`src/rtl/rtcalm_pkg.sv`:
```
package rtcalm_pkg;
    localparam int DW       = 8;
    localparam int NFIELD   = 3;
    localparam int SELW     = 2;

    // status byte bit positions
    localparam int ST_REQ   = 7;
    localparam int ST_ALM   = 5;
    localparam int ST_UPD   = 4;
    // configuration byte bit positions
    localparam int CF_AEN   = 5;
    localparam int CF_UEN   = 4;
    localparam int CF_BIN   = 2;
    localparam int CF_H24   = 1;
    localparam logic [DW-1:0] CFG_RST = 8'h02;

    typedef enum logic [SELW-1:0] {
        FLD_SEC  = 2'd0,
        FLD_MIN  = 2'd1,
        FLD_HOUR = 2'd2,
        FLD_NONE = 2'd3
    } field_e;

    typedef struct packed {
        logic req;
        logic alm;
        logic upd;
    } flags_t;

    typedef logic [NFIELD-1:0][DW-1:0] tvec_t;

    function automatic logic is_wild(input logic [DW-1:0] b);
        return b[7:6] == 2'b11;
    endfunction

    function automatic logic [DW-1:0] code_val(input logic [DW-1:0] b, input logic bin);
        logic [DW-1:0] v;
        v = ({4'd0, b[7:4]} * 8'd10) + {4'd0, b[3:0]};
        return bin ? b : v;
    endfunction

    function automatic logic [DW-1:0] hour_val(input logic [DW-1:0] b, input logic bin,
                                               input logic h24);
        logic [DW-1:0] v;
        v = code_val({1'b0, b[6:0]}, bin) % 8'd12;
        if (h24) return code_val(b, bin);
        return v + (b[7] ? 8'd12 : 8'd0);
    endfunction
endpackage

```
`src/rtl/rtcalm_alarm_store.sv`:
```
module rtcalm_alarm_store
    import rtcalm_pkg::*;
(
    input  logic            clk,
    input  logic            rst,
    input  logic            we,
    input  logic [SELW-1:0] sel,
    input  logic [DW-1:0]   wdata,
    output tvec_t           alarm
);
    for (genvar g = 0; g < NFIELD; g++) begin : g_byte
        always_ff @(posedge clk) begin
            if (rst)                                   alarm[g] <= '0;
            else if (we && sel == SELW'(g))            alarm[g] <= wdata;
        end
    end
endmodule

```
`src/rtl/rtcalm_match.sv`:
```
module rtcalm_match
    import rtcalm_pkg::*;
(
    input  tvec_t   alarm,
    input  tvec_t   cur,
    input  logic    bin,
    input  logic    h24,
    output logic    hit
);
    logic [NFIELD-1:0] fld_hit;

    for (genvar g = 0; g < NFIELD; g++) begin : g_fld
        logic [DW-1:0] a_v, c_v;
        if (g == int'(FLD_HOUR)) begin : g_hour
            assign a_v = hour_val(alarm[g], bin, h24);
            assign c_v = hour_val(cur[g], bin, h24);
        end else begin : g_plain
            assign a_v = code_val(alarm[g], bin);
            assign c_v = code_val(cur[g], bin);
        end
        assign fld_hit[g] = is_wild(alarm[g]) || (a_v == c_v);
    end

    assign hit = &fld_hit;
endmodule

```
`src/rtl/rtcalm_flags.sv`:
```
module rtcalm_flags
    import rtcalm_pkg::*;
(
    input  logic          clk,
    input  logic          rst,
    input  logic          upd_tick,
    input  logic          div_hold,
    input  logic          alarm_hit,
    input  logic          cfg_we,
    input  logic [DW-1:0] cfg_wdata,
    input  logic          stat_rd,
    output logic [DW-1:0] cfg_q,
    output logic [DW-1:0] stat_rdata,
    output logic          irq
);
    flags_t        f_q, f_d;
    logic [DW-1:0] cfg_d;
    logic [1:0]    en_d, pend, fresh;
    logic          upd_ev;

    assign upd_ev = upd_tick && !div_hold;

    always_comb begin
        f_d   = f_q;
        cfg_d = cfg_we ? cfg_wdata : cfg_q;
        en_d  = {cfg_d[CF_AEN], cfg_d[CF_UEN]};
        if (stat_rd) f_d = '0;
        pend  = {f_d.alm, f_d.upd};
        if (cfg_we) f_d.req = |(en_d & pend);
        fresh = '0;
        if (upd_ev) begin
            fresh   = {alarm_hit, 1'b1} & ~pend;
            f_d.alm = f_d.alm | alarm_hit;
            f_d.upd = 1'b1;
            if (|(fresh & en_d)) f_d.req = 1'b1;
        end
    end

    always_ff @(posedge clk) begin
        if (rst) begin
            f_q   <= '0;
            cfg_q <= CFG_RST;
        end else begin
            f_q   <= f_d;
            cfg_q <= cfg_d;
        end
    end

    always_comb begin
        stat_rdata         = '0;
        stat_rdata[ST_REQ] = f_q.req;
        stat_rdata[ST_ALM] = f_q.alm;
        stat_rdata[ST_UPD] = f_q.upd;
    end
    assign irq = f_q.req;

    p_uf_on_update_r3: assert property (@(posedge clk) disable iff (rst)
        upd_ev |=> stat_rdata[ST_UPD]);
    p_hold_freezes_r7: assert property (@(posedge clk) disable iff (rst)
        (upd_tick && div_hold && !stat_rd && !cfg_we) |=> $stable(stat_rdata));
    p_read_clears_r8: assert property (@(posedge clk) disable iff (rst)
        (stat_rd && !upd_ev) |=> (stat_rdata == '0 && !irq));
    p_irq_cause_r5: assert property (@(posedge clk) disable iff (rst)
        irq |-> |({cfg_q[CF_AEN], cfg_q[CF_UEN]} & {stat_rdata[ST_ALM], stat_rdata[ST_UPD]}));
    p_enable_fires_r6: assert property (@(posedge clk) disable iff (rst)
        (cfg_we && !stat_rd && |({cfg_wdata[CF_AEN], cfg_wdata[CF_UEN]} &
                                 {stat_rdata[ST_ALM], stat_rdata[ST_UPD]})) |=> irq);
    p_reset_state_r9: assert property (@(posedge clk)
        $past(rst) |-> (stat_rdata == '0 && cfg_q == CFG_RST && !irq));
endmodule

```
`src/rtl/rtcalm_unit.sv`:
```
module rtcalm_unit
    import rtcalm_pkg::*;
(
    input  logic            clk,
    input  logic            rst,
    input  logic            upd_tick,
    input  logic            div_hold,
    input  logic [DW-1:0]   cur_sec,
    input  logic [DW-1:0]   cur_min,
    input  logic [DW-1:0]   cur_hour,
    input  logic            alm_we,
    input  logic [SELW-1:0] alm_sel,
    input  logic [DW-1:0]   alm_wdata,
    input  logic            cfg_we,
    input  logic [DW-1:0]   cfg_wdata,
    output logic [DW-1:0]   cfg_rdata,
    input  logic            stat_rd,
    output logic [DW-1:0]   stat_rdata,
    output logic            irq
);
    tvec_t alarm, cur;
    logic  hit;

    assign cur[FLD_SEC]  = cur_sec;
    assign cur[FLD_MIN]  = cur_min;
    assign cur[FLD_HOUR] = cur_hour;

    rtcalm_alarm_store u_store (
        .clk(clk), .rst(rst), .we(alm_we), .sel(alm_sel),
        .wdata(alm_wdata), .alarm(alarm)
    );

    rtcalm_match u_match (
        .alarm(alarm), .cur(cur),
        .bin(cfg_rdata[CF_BIN]), .h24(cfg_rdata[CF_H24]), .hit(hit)
    );

    rtcalm_flags u_flags (
        .clk(clk), .rst(rst), .upd_tick(upd_tick), .div_hold(div_hold),
        .alarm_hit(hit), .cfg_we(cfg_we), .cfg_wdata(cfg_wdata),
        .stat_rd(stat_rd), .cfg_q(cfg_rdata), .stat_rdata(stat_rdata), .irq(irq)
    );

    p_wild_match_r1: assert property (@(posedge clk) disable iff (rst)
        (upd_tick && !div_hold && is_wild(alarm[0]) && is_wild(alarm[1]) &&
         is_wild(alarm[2])) |=> stat_rdata[ST_ALM]);
endmodule

```
`config.mk`:
```
export PLATFORM = sky130hd
export DESIGN_NAME = rtcalm_unit
export DESIGN_NICKNAME = d
export VERILOG_FILES = /design/src/rtl/rtcalm_pkg.sv /design/src/rtl/rtcalm_alarm_store.sv /design/src/rtl/rtcalm_match.sv /design/src/rtl/rtcalm_flags.sv /design/src/rtl/rtcalm_unit.sv
export SDC_FILE = /design/constraint.sdc
export NUM_CORES = 1
export LEC_CHECK = 0
export ABC_AREA = 1
export CAP_MARGIN = 20
export CORE_UTILIZATION = 30
export CTS_CLUSTER_DIAMETER = 150
export DETAILED_ROUTE_END_ITERATION = 16
export DONT_BUFFER_PORTS = 1
export SLEW_MARGIN = 20
export SYNTH_ARGS = -nofsm -noshare
export SYNTH_HDL_FRONTEND = slang
export SYNTH_HIERARCHICAL = 1
export SYNTH_SLANG_ARGS = --single-unit
export TNS_END_PERCENT = 50
```
`constraint.sdc`:
```
create_clock -name clk -period 11.1 [get_ports clk]
set_clock_uncertainty 0.15 [all_clocks]
set_input_delay 1.11 -clock clk [delete_from_list [all_inputs] [get_ports clk]]
set_output_delay 1.11 -clock clk [all_outputs]
set_load 0.05 [all_outputs]
```
==> impl_summary.log, run 1 <==
[metrics] status: finished clean
[metrics] Compound-Gate Fraction of Synth Area: 11.6%
[metrics] headroom to the max-slew limit: 33.8%
[metrics] worst setup timing slack at the placement stage: 5.88 ns
[metrics] router iterations before antenna repair: 4
[metrics] average vias per placed instance: 4.61
[metrics] top layer reached by signal wires: met4
[metrics] clock network fraction of total power: 28.4%
[metrics] dominant cell type by count on the critical path: sky130_fd_sc_hd__nand2_1
[metrics] cell taking the most area after synthesis: sky130_fd_sc_hd__dfxtp_1
[metrics] Final Slew Violations: 0
[metrics] WL met1: 4.89 mm
[metrics] Synth Area in Adders: a little under a fifth
[metrics] mux contribution to synthesized area: 0.432%
[metrics] Routed met2 length: 4.65 mm
[metrics] Met3 Wirelength: 334 um
[metrics] clock buffer count from CTS: 5
[metrics] final worst slack: just over 6 ns
[metrics] count of routing violations after the opening detailed-route iteration: 145
[metrics] unique cell type count in the Yosys netlist: 52
[metrics] area taken by multi-input logic gates: 3360 um^2
[metrics] ranking of synthesized cells by area: sky130_fd_sc_hd__dfxtp_1 15%, sky130_fd_sc_hd__nand2_1 14%, sky130_fd_sc_hd__ha_1 13%, sky130_fd_sc_hd__inv_1 8.3%, sky130_fd_sc_hd__nor2_1 7.0%
[metrics] Antenna Cells: 0
[metrics] unrepaired setup endpoints after global routing: no
[metrics] TritonCTS clock tree: yes
[metrics] maximum count of clock buffers along a single path: 2
[metrics] arrival time at the worst endpoint: just under 5 ns
[metrics] Die Y: 126 um
[metrics] Boundary Pins: 66
[metrics] area share of the largest cell type after synthesis: 15.1%
[metrics] portion of the clock cycle consumed by the worst path in the final layout: between 40% and 50%
[metrics] detailed-route via count: a little over 4k
[metrics] Highest Clock Rate: slightly above 200 MHz
[metrics] GRT Overall Usage: ~13%
[metrics] switching share of total power: between 30% and 40%
[metrics] fraction of the yosys area taken by sequential cells: around 15%
[metrics] critical path class: primary input to flop
[metrics] Power Dens Cells: slightly below 100 nW/um^2
[metrics] main combinational cell family by area after synthesis: simple AND/OR/NAND/NOR gates
[metrics] sequential group share of total power: 31.7%
[metrics] Remaining Overflow, GRT: 0
[metrics] mean cell area of the mapped netlist: between 6 and 7 um^2
[metrics] register clock-pin slew on the reported worst setup and hold paths: 0.05 ns
[metrics] net switching power: 0.177 mW
[metrics] largest net degree at the start of global routing: 58
[metrics] fraction of layout instances using a drive strength above 1: 5.85%
[metrics] type of element capturing the critical path: flop
[metrics] die width: about 130 um
[metrics] Internal Dissipation: 0.291 mW
[metrics] stage delay of the slowest cell on the critical path: roughly 0.45 ns
[metrics] number of H-tree levels: 2
[metrics] cell with the biggest individual delay on the critical path: sky130_fd_sc_hd__fa_1
[metrics] post-synthesis share of cell area spent on xor and xnor gates: approximately 8.5%
[metrics] maximum fanout encountered on the critical timing path: 5
[metrics] Die Area: around 16000 um^2
[metrics] filler instances: roughly 1.6k
[metrics] site row count: 45
[metrics] Detail Route Antenna Nets: 0
[metrics] global placer's final weighted congestion: 0.790
[metrics] FF/Latch Area: approximately 700 um^2
[metrics] number of endpoints with negative hold slack in the final report: 0
[metrics] core region area: between 15000 and 20000 um^2
[metrics] number of port buffers: 0
[metrics] worst ir drop on vdd: around 0.052 mV
[metrics] cell area after technology mapping: 4640 um^2
[metrics] first-pass GRT wire length: 17.0 mm
[metrics] starting density of the core: 30.6%
[metrics] Clock Sink Count: 35
[metrics] total detailed-routing wirelength: 9.98 mm
[metrics] pin slew with the least headroom to its limit: slightly below 1 ns
[metrics] DPL Wire Length: around 8 mm
[metrics] leakage power total: about 2.5 nW
[metrics] simple-gate share of the synthesized area: 32.5%
[metrics] synthesis-stage register bit count: 35
[metrics] reported max-cap violation count: 0
[metrics] synthesis warning total: 6
[metrics] synthesized instance count: 711
[metrics] fraction of power consumed by combinational cells: between 30% and 40%
[metrics] # DRC: 0
[metrics] clock root buffer master: sky130_fd_sc_hd__clkbuf_16
[metrics] count of hold buffers inserted by post-cts repair: 0
[metrics] final setup violation count: 0
[metrics] count of instances resized after the clock tree is built: 0
[metrics] growth of design area from synthesis to finish: 4.75%
[metrics] Nets: 811
[metrics] worst-skew pair later-pin latency: around 0.28 ns
[metrics] initial antenna violation count: 0
[metrics] Crit path required time: approximately 11 ns
[metrics] class of the most critical hold timing path: flop to flop
[metrics] count of buffers added by post-CTS timing repair for setup: 0
[metrics] vias in the first global route: about 3.7k
[metrics] detail-routed net length per standard cell: between 10 and 15 um
[metrics] Setup crit start kind: primary input
[metrics] post-route setup TNS: 0 ns
[metrics] minimum clock period: slightly below 5 ns
power groups by stage:
stage / sequential (mW) / combinational [mW] / clock [mW]
2_1_floorplan: 0.149 / 0.165 / 0
3_3_place_gp: 0.152 / 0.185 / 0
3_5_place_dp: 0.152 / 0.187 / 0
4_1_cts: 0.149 / 0.188 / 0.136
5_1_grt: 0.150 / 0.216 / 0.141
6_report: 0.149 / 0.187 / 0.133
per-stage QoR:
| stage | cell area (um^2) | hold WS (ns) | power [mW] | utilization, % | instances |
|---|---|---|---|---|---|
| 2_1_floorplan | 4650 | 0.321 | 0.314 | - | 715 |
| 3_3_place_gp | 4720 | 0.346 | 0.337 | 31.1 | 881 |
| 3_5_place_dp | 4720 | 0.352 | 0.339 | 31.1 | 881 |
| 4_1_cts | 4860 | 0.365 | 0.474 | 32.1 | 889 |
| 5_1_grt | 4860 | 0.398 | 0.507 | 32.1 | 889 |
| 6_report | 4860 | 0.362 | 0.468 | 32.1 | 889 |
layout make-up:
type | instances | share of cell area, %
Multi-Input combinational cell | 550 | 69.1
Sequential cell | 35 | 14.5
Inverter | 106 | 8.35
Tap cell | 188 | 4.84
Clock buffer | 6 | 2.65
Timing Repair Buffer | 2 | 0.309
Clock inverter | 2 | 0.258
worst max-delay path: cells and delay by family:
family,cells,cell delay (ns)
and+or+nand+nor,14,1.05
xor gates and xnor gates,1,0.18
buffers and inverters,3,0.20
adders and majority gates,4,1.25
AOI/OAI and AO/OA,8,1.15
cells in the mapped netlist, drive strengths merged:
cell type / count
a21boi: 3
ha: 48
o211ai: 3
xor2: 26
nor2: 87
clkbuf: 1
clkinv: 1
buf: 23
and2: 2
nand4: 8
nand3b: 1
o21a: 1
o21bai: 1
o31ai: 1
nand2: 189
o22ai: 2
a211oi: 2
or2: 3
o21ai: 39
nor3: 2
a21oi: 32
dfxtp: 35
xnor2: 19
a22oi: 1
conb: 1
o2111ai: 1
nor4: 1
mux2i: 2
o221ai: 1
nand3: 54
a32oi: 1
fa: 14
a22o: 1
inv: 105
kinds of logic (layout without fill, tap and decap cells):
group	after synthesis	in the layout
buffers and inverters	130	116
other	1	5
muxes	2	2
AOI/OAI and AO/OA	89	89
and+or+nand+nor	347	347
DFF	35	35
adders and majority gates	62	62
xor gates and xnor gates	45	45
flip-flops by register name, indices dropped and copies added (netlist names):
signal and count:
u_flags/irq 1, u_flags/stat_rdata 2, u_flags/cfg_q 8, u_store/alarm 24
worst paths after layout:
path | slack, ns | depth (start not counted) | end | startpoint
worst max register to register | 6.41 | 30 | u_flags/irq | u_store/alarm[22]
worst min-delay path | 0.36 | 2 | u_store/alarm[0] | u_store/alarm[0]
worst min register to register | 0.36 | 2 | u_store/alarm[0] | u_store/alarm[0]
worst max-delay path | 6.20 | 30 | u_flags/irq | cur_hour[4]
layout by cell type, fill, tap and decap left out, types with 2 or more instances in the layout:
master / n
sky130_fd_sc_hd__nand2_1: 178
sky130_fd_sc_hd__inv_1: 102
sky130_fd_sc_hd__nor2_1: 86
sky130_fd_sc_hd__ha_1: 48
sky130_fd_sc_hd__nand3_1: 47
sky130_fd_sc_hd__dfxtp_1: 34
sky130_fd_sc_hd__o21ai_0: 31
sky130_fd_sc_hd__a21oi_1: 29
sky130_fd_sc_hd__xor2_1: 26
sky130_fd_sc_hd__xnor2_1: 19
sky130_fd_sc_hd__fa_1: 14
sky130_fd_sc_hd__nand2_2: 10
sky130_fd_sc_hd__nand4_1: 8
sky130_fd_sc_hd__clkbuf_16: 5
sky130_fd_sc_hd__conb_1: 5
sky130_fd_sc_hd__nand3_2: 5
sky130_fd_sc_hd__o21ai_1: 4
sky130_fd_sc_hd__o21ai_2: 3
sky130_fd_sc_hd__o211ai_1: 3
sky130_fd_sc_hd__buf_4: 2
sky130_fd_sc_hd__a21oi_2: 2
sky130_fd_sc_hd__and2_0: 2
sky130_fd_sc_hd__clkinv_1: 2
sky130_fd_sc_hd__a211oi_1: 2
sky130_fd_sc_hd__mux2i_1: 2
sky130_fd_sc_hd__o22ai_1: 2
sky130_fd_sc_hd__or2_1: 2
sky130_fd_sc_hd__a21boi_0: 2
sky130_fd_sc_hd__nand3_4: 2
metal layers:
metal | track usage (%) | up-vias
li1 | - | 2228
met1 | 16.9 | 1825
met2 | 22.1 | 41
met3 | 1.86 | 8
met4 | 2.55 | 0
met5 | 0 | -
Note: power is estimated with default switching activity, not from simulation.
==> inputs of run 2 (changes only) <==
Clock period 11.1 ns to 4.65 ns, I/O delays scaled along.
==> run 2 against run 1 <==
Against the previous run:
- global-route usage up 0.20 points
- count of clock-buffer cells in the layout is the same
- critical path depth is 1 lower
- combinational power increased by 150%
- hold slack got worse by 0.26 ns
- worst setup slack got worse by 5.9 ns
- power up 140%
- flip-flop and latch count is the same
- wire length up 1.9%
- largest cell class unchanged
==> impl_summary.log, run 2 (synthesis results as in run 1) <==
[metrics] status: finished clean
[metrics] Highest Clock Rate: 230 MHz
[metrics] Setup crit start kind: flop
[metrics] flip-flop count of the largest register, all copies and words added: 24
[metrics] most flop-heavy register: u_store/alarm
[metrics] final non-filler cell total: between 800 and 900
[metrics] utilization after layout: 33.1%
[metrics] Remaining Overflow, GRT: 0
[metrics] maximum count of clock buffers along a single path: 2
[metrics] global placer's final weighted congestion: ~0.77
[metrics] growth of design area from synthesis to finish: 8.01%
[metrics] clock root buffer master: sky130_fd_sc_hd__clkbuf_16
[metrics] arrival time at the worst endpoint: roughly 4.4 ns
[metrics] die width: 126 um
[metrics] GRT Overall Usage: 13.0%
[metrics] Die Y: 126 um
[metrics] first-pass GRT wire length: 17.4 mm
[metrics] class of the most critical hold timing path: primary input to flop
[metrics] Clock Sink Count: 35
[metrics] Critical Path Start: u_store/alarm[20]
[metrics] Final Slew Violations: 0
[metrics] stage delay of the slowest cell on the critical path: about 0.5 ns
[metrics] worst-skew pair later-pin latency: between 0.2 and 0.3 ns
[metrics] core region area: ~15000 um^2
[metrics] Inst Count DP: 883
[metrics] DP Area: 4740 um^2
[metrics] pin slew with the least headroom to its limit: just under 1 ns
[metrics] vias in the first global route: around 3.9k
[metrics] critical path capture point: u_flags/irq
[metrics] register clock-pin slew on the reported worst setup and hold paths: 0.05 ns
[metrics] number of H-tree levels: 2
[metrics] Antenna Cells: 0
[metrics] cell with the biggest individual delay on the critical path: sky130_fd_sc_hd__fa_1
[metrics] most common library cell in the layout ignoring fill and taps: sky130_fd_sc_hd__nand2_1
[metrics] number of endpoints with negative hold slack in the final report: 0
[metrics] worst ir drop on vdd: between 0.1 and 0.15 mV
[metrics] Detail Route Antenna Nets: 0
[metrics] detail-routed net length per standard cell: 11.4 um
[metrics] setup slack of the worst register-to-register path: 0.31 ns
[metrics] minimum clock period: 4.34 ns
[metrics] # DRC: 0
[metrics] Boundary Pins: 66
[metrics] number of port buffers: 0
[metrics] final worst slack: 0.308 ns
[metrics] dominant cell type by count on the critical path: sky130_fd_sc_hd__nand2_2
[metrics] unrepaired setup endpoints after global routing: yes
[metrics] total detailed-routing wirelength: 10.2 mm
[metrics] post-route design area: 5010 um^2
[metrics] maximum fanout encountered on the critical timing path: 5
[metrics] portion of the clock cycle consumed by the worst path in the final layout: 93.4%
[metrics] worst setup timing slack at the placement stage: 0.0448 ns
[metrics] Die Area: 16000 um^2
[metrics] reported max-cap violation count: 0
[metrics] beginning of the worst register-to-register path: u_store/alarm[20]
[metrics] fraction of layout instances using a drive strength above 1: ~9%
[metrics] detailed-route via count: 4117
[metrics] headroom to the max-slew limit: 34.1%
[metrics] Crit path required time: 4.71 ns
[metrics] average vias per placed instance: 4.62
[metrics] TritonCTS clock tree: yes
[metrics] Nets: 814
[metrics] clock buffer count from CTS: 5
[metrics] type of element capturing the critical path: flop
[metrics] leakage power total: 2.53 nW
[metrics] router iterations before antenna repair: 4
[metrics] DPL Wire Length: 7.99 mm
[metrics] final setup violation count: 0
[metrics] most frequent cells in the layout: 174 x sky130_fd_sc_hd__nand2_1, 102 x sky130_fd_sc_hd__inv_1, 86 x sky130_fd_sc_hd__nor2_1, 44 x sky130_fd_sc_hd__nand3_1, 43 x sky130_fd_sc_hd__ha_1
[metrics] Power Dens Cells: 229 nW/um^2
[metrics] filler instances: 1666
[metrics] starting density of the core: 30.6%
[metrics] count of routing violations after the opening detailed-route iteration: 144
[metrics] critical path class: flop to flop
[metrics] largest net degree at the start of global routing: a little under 60
[metrics] FF-to-FF End: u_flags/irq
[metrics] Worst R2R Path Depth: 29
[metrics] initial antenna violation count: 0
[metrics] site row count: 45
run 2: changes by cell type in the layout (fill, tap and decap cells not counted), sizes merged:
cell / before / now
buf: 2 / 5
clkinvlp: 1 / 0
run 2: layout make-up:
type / count / area (um^2) / share of cell area (%)
Clock inverter: 1 / 5.00 / 0.0999
Inverter: 106 / 405 / 8.09
Clock buffer: 6 / 139 / 2.77
Timing Repair Buffer: 5 / 50.0 / 0.999
Sequential cell: 35 / 708 / 14.1
Tap cell: 188 / 235 / 4.70
Multi-Input combinational cell: 550 / 3470 / 69.2
run 2: worst max-delay path, delay by kind of cell, from the launching register on:
family / cells / cell delay, ns
and+or+nand+nor: 16 / 1.27
DFF: 1 / 0.37
xor gates and xnor gates: 1 / 0.12
AOI/OAI and AO/OA: 7 / 1.05
adders and majority gates: 4 / 1.24
buffers and inverters: 1 / 0.07
run 2: metal layers:
metal | wire length (um) | GRT usage (%) | part of all wire [%]
met5 | 0 | 0 | 0
met4 | 180 | 4.04 | 1.8
met3 | 356 | 2.11 | 3.5
met2 | 4760 | 22.5 | 47
met1 | 4880 | 16.4 | 48
run 2: power breakdown:
part	switching [mW]	internal [mW]	leakage, nW
Sequential	0.0385	0.317	0.289
Combinational	0.272	0.192	2.17
Clock	0.119	0.209	0.0727
run 2: repair_timing:
item	in CTS	in global routing
buffers inserted	0	1
setup endpoints to repair	0	2
hold buffers	0	0
gates resized for setup	0	25
hold endpoints to repair	0	0
run 2: stage by stage:
step / hold slack, ns / setup TNS, ns / power, mW
floorplan: 0.321 / 0 / 0.749
detailed placement: 0.358 / 0 / 0.812
global route: 0.0973 / -0.00563 / 1.24
global placement: 0.356 / 0 / 0.807
finish: 0.101 / 0 / 1.15
CTS: 0.0957 / 0 / 1.15
run 2: worst min path at each step:
stage | start | to | cells after the start
5_1_grt | rst | u_flags/cfg_q[5] | 1
3_5_place_dp | u_store/alarm[0] | u_store/alarm[0] | 2
4_1_cts | rst | u_flags/cfg_q[4] | 1
3_3_place_gp | u_store/alarm[0] | u_store/alarm[0] | 2
6_report | rst | u_flags/cfg_q[5] | 1
2_1_floorplan | u_store/alarm[0] | u_store/alarm[0] | 2
==> inputs of run 3 (changes only) <==
Settings changed: SYNTH_HIERARCHICAL 1 to not set.
Clock period 4.65 ns to 4.25 ns, I/O delays scaled along.
==> run 3 against run 2 <==
Against the previous run:
- synthesized cell count rose by 16%
- critical endpoint is now u_flags.irq
- die area up 3.8%
- power is 20% higher
- worst setup slack got worse by 0.13 ns
- largest power group unchanged
==> impl_summary.log, run 3 <==
[metrics] status: finished clean
[metrics] area taken by multi-input logic gates: 3660 um^2
[metrics] router iterations before antenna repair: 4
[metrics] clock root buffer master: sky130_fd_sc_hd__clkbuf_16
[metrics] number of port buffers: 0
[metrics] clock buffer count from CTS: 5
[metrics] Nets: around 930
[metrics] sequential group share of total power: 28.0%
[metrics] Power Dens Cells: 259 nW/um^2
[metrics] critical path capture point: u_flags.irq
[metrics] post-route setup TNS: 0 ns
[metrics] stage delay of the slowest cell on the critical path: 0.54 ns
[metrics] type of element capturing the critical path: flop
[metrics] total power draw: roughly 1.4 mW
[metrics] worst setup timing slack at the placement stage: 0.0314 ns
[metrics] site row count: 45
[metrics] dominant cell type by count on the critical path: sky130_fd_sc_hd__nand2_1
[metrics] most flop-heavy register: u_store.alarm
[metrics] DPL Wire Length: 9.17 mm
[metrics] Die Y: 129 um
[metrics] core region area: 15400 um^2
[metrics] count leader, synth: sky130_fd_sc_hd__nand2_1
[metrics] vias in the first global route: 4381
[metrics] cell taking the most area after synthesis: sky130_fd_sc_hd__nand2_1
[metrics] Detail Route Antenna Nets: 0
[metrics] synthesis-stage register bit count: 35
[metrics] initial antenna violation count: 0
[metrics] global placer's final weighted congestion: about 0.88
[metrics] critical path class: flop to flop
[metrics] growth of design area from synthesis to finish: 10.8%
[metrics] minimum clock period: 4.07 ns
[metrics] maximum fanout encountered on the critical timing path: 3
[metrics] synthesized instance count: 826
[metrics] register clock-pin slew on the reported worst setup and hold paths: 0.06 ns
[metrics] Boundary Pins: 66
[metrics] worst hold slack across all endpoints: 0.0509 ns
[metrics] detail-routed net length per standard cell: 11.2 um
[metrics] Critical Path Start: u_store.alarm[20]
[metrics] worst-skew pair later-pin latency: 0.28 ns
[metrics] fraction of power consumed by combinational cells: between 40% and 50%
[metrics] fraction of the yosys area taken by sequential cells: between 10% and 20%
[metrics] # DRC: 0
[metrics] Clock Sink Count: 35
[metrics] die width: 129 um
[metrics] ranking of synthesized cells by area: sky130_fd_sc_hd__nand2_1 22%, sky130_fd_sc_hd__dfxtp_1 15%, sky130_fd_sc_hd__ha_1 12%, sky130_fd_sc_hd__inv_1 9.0%, sky130_fd_sc_hd__nand3_1 7.9%
[metrics] worst ir drop on vdd: between 0.2 and 0.25 mV
[metrics] number of enable-type register cells in the synthesized netlist: 0
[metrics] leading post-synthesis cells by instance count: 287 x sky130_fd_sc_hd__nand2_1, 115 x sky130_fd_sc_hd__inv_1, 86 x sky130_fd_sc_hd__nor2_1, 76 x sky130_fd_sc_hd__nand3_1, 48 x sky130_fd_sc_hd__ha_1
[metrics] top flip-flop cell by instance count after synthesis: sky130_fd_sc_hd__dfxtp_1
[metrics] headroom to the max-slew limit: between 30 and 40%
[metrics] beginning of the worst register-to-register path: u_store.alarm[20]
[metrics] most common library cell in the layout ignoring fill and taps: sky130_fd_sc_hd__nand2_1
[metrics] Antenna Cells: 0
[metrics] most frequent cells in the layout: 278 x sky130_fd_sc_hd__nand2_1, 114 x sky130_fd_sc_hd__inv_1, 86 x sky130_fd_sc_hd__nor2_1, 71 x sky130_fd_sc_hd__nand3_1, 43 x sky130_fd_sc_hd__ha_1
[metrics] Internal Dissipation: 0.856 mW
[metrics] Highest Clock Rate: 246 MHz
[metrics] switching share of total power: 38.0%
[metrics] cell area after technology mapping: 4820 um^2
[metrics] portion of the clock cycle consumed by the worst path in the final layout: 95.8%
[metrics] Worst R2R Path Depth: 28
[metrics] Final Slew Violations: 0
[metrics] largest net degree at the start of global routing: 43
[metrics] total detailed-routing wirelength: ~12 mm
[metrics] net switching power: 0.525 mW
[metrics] clock network fraction of total power: ~30%
[metrics] unique cell type count in the Yosys netlist: 35
[metrics] detailed-route via count: 4724
[metrics] GRT Overall Usage: 14.0%
[metrics] Crit path required time: 4.32 ns
[metrics] filler instances: about 1.7k
[metrics] cell with the biggest individual delay on the critical path: sky130_fd_sc_hd__fa_1
[metrics] FF/Latch Area: 708 um^2
[metrics] starting density of the core: 31.2%
[metrics] count of routing violations after the opening detailed-route iteration: 236
[metrics] mean cell area of the mapped netlist: 5.83 um^2
[metrics] share of synthesized registers carrying an async set or reset: 0%
[metrics] class of the most critical hold timing path: primary input to flop
[metrics] TritonCTS clock tree: yes
[metrics] pin slew with the least headroom to its limit: approximately 0.99 ns
[metrics] number of endpoints with negative hold slack in the final report: 0
[metrics] flip-flop count of the largest register, all copies and words added: 24
[metrics] area share of the largest cell type after synthesis: 22.4%
[metrics] Setup crit start kind: flop
[metrics] unrepaired setup endpoints after global routing: yes
[metrics] fraction of layout instances using a drive strength above 1: between 7 and 8%
[metrics] arrival time at the worst endpoint: 4.14 ns
[metrics] Remaining Overflow, GRT: 0
[metrics] reported max-cap violation count: 0
[metrics] synthesis warning total: 0
[metrics] first-pass GRT wire length: 19.4 mm
[metrics] FF-to-FF End: u_flags.irq
[metrics] Die Area: between 15000 and 20000 um^2
[metrics] leakage power total: 2.84 nW
[metrics] average vias per placed instance: around 4.6
[metrics] setup slack of the worst register-to-register path: 0.18 ns
[metrics] number of H-tree levels: 2
[metrics] maximum count of clock buffers along a single path: 2
[metrics] final setup violation count: 0
[metrics] final worst slack: 0.178 ns
[run 3: cell count changes after synthesis, moves of 5 or more]
cell                       change
sky130_fd_sc_hd__nand2_1     +109
sky130_fd_sc_hd__nand3_1      +29
sky130_fd_sc_hd__xor2_1       -21
sky130_fd_sc_hd__inv_1        +12
sky130_fd_sc_hd__a21oi_1       +9
sky130_fd_sc_hd__o21ai_0       +9
sky130_fd_sc_hd__clkbuf_1      +8
sky130_fd_sc_hd__nand2_2       -8
sky130_fd_sc_hd__nand3b_1      +6
sky130_fd_sc_hd__buf_6         -5
[run 3: worst min path at each step]
stage | from | endpoint | slack [ns] | cells past startpoint
finish | rst | u_flags.irq | 0.05 | 1
global route | rst | u_flags.irq | 0.06 | 1
CTS | rst | u_flags.irq | 0.06 | 1
detailed placement | u_store.alarm[9] | u_store.alarm[9] | 0.35 | 2
global placement | u_store.alarm[9] | u_store.alarm[9] | 0.34 | 2
floorplan | u_store.alarm[11] | u_store.alarm[11] | 0.31 | 2
[run 3: layout make-up]
type                            count  share of cell area, %
Clock buffer                        5                   2.35
Clock inverter                      3                  0.821
Inverter                          118                   8.30
Multi-Input combinational cell    651                   68.7
Sequential cell                    35                   13.3
Tap cell                          211                   4.95
Timing Repair Buffer               11                   1.62
[run 3: through the flow]
stage / utilization [%] / std cells / cell area, um^2
after detailed placement: 32.3 / 1021 / 4980
after CTS: 33.4 / 1029 / 5150
final: 34.6 / 1034 / 5340
after global placement: 32.3 / 1021 / 4980
after global routing: 34.6 / 1034 / 5340
after floorplan: - / 830 / 4830
[run 3: worst max-delay path: cells and delay by family, from the launching register on]
family          cells  cell delay (ns)
fa+ha+maj           4             1.27
xor+xnor            1             0.12
simple gates       18             1.44
flops               1             0.36
buf+inv             1             0.12
compound gates      4             0.54
[run 3: what timing repair did]
action,CTS,global route
hold buffers,0,0
hold endpoints to repair,0,0
buffers inserted,0,5
gates resized for setup,0,36
setup endpoints to repair,0,2
[run 3: per-layer routing]
layer | GRT usage, % | routed length (um)
met2 | 23.1 | 5060
met5 | 0 | 0
met4 | 2.56 | 85
met3 | 2.66 | 567
met1 | 19.2 | 5840
[run 3: power by group through the flow]
stage / clock network [mW] / registers, mW / logic, mW
2_1_floorplan: 0 / 0.384 / 0.466
3_3_place_gp: 0 / 0.394 / 0.534
3_5_place_dp: 0 / 0.393 / 0.539
4_1_cts: 0.421 / 0.386 / 0.543
5_1_grt: 0.433 / 0.390 / 0.675
6_report: 0.415 / 0.387 / 0.579
[run 3: logic make-up after synthesis]
group | count (synthesis) | synth area share, %
adder cells (fa/ha/maj) | 62 | 18.3
multiplexers | 1 | 0.208
XOR/XNOR | 22 | 4.31
other | 1 | 0.0778
AO/OA/AOI/OAI | 87 | 9.58
flip-flops | 35 | 14.5
buffers and inverters | 144 | 12.5
AND/OR/NAND/NOR | 474 | 40.5
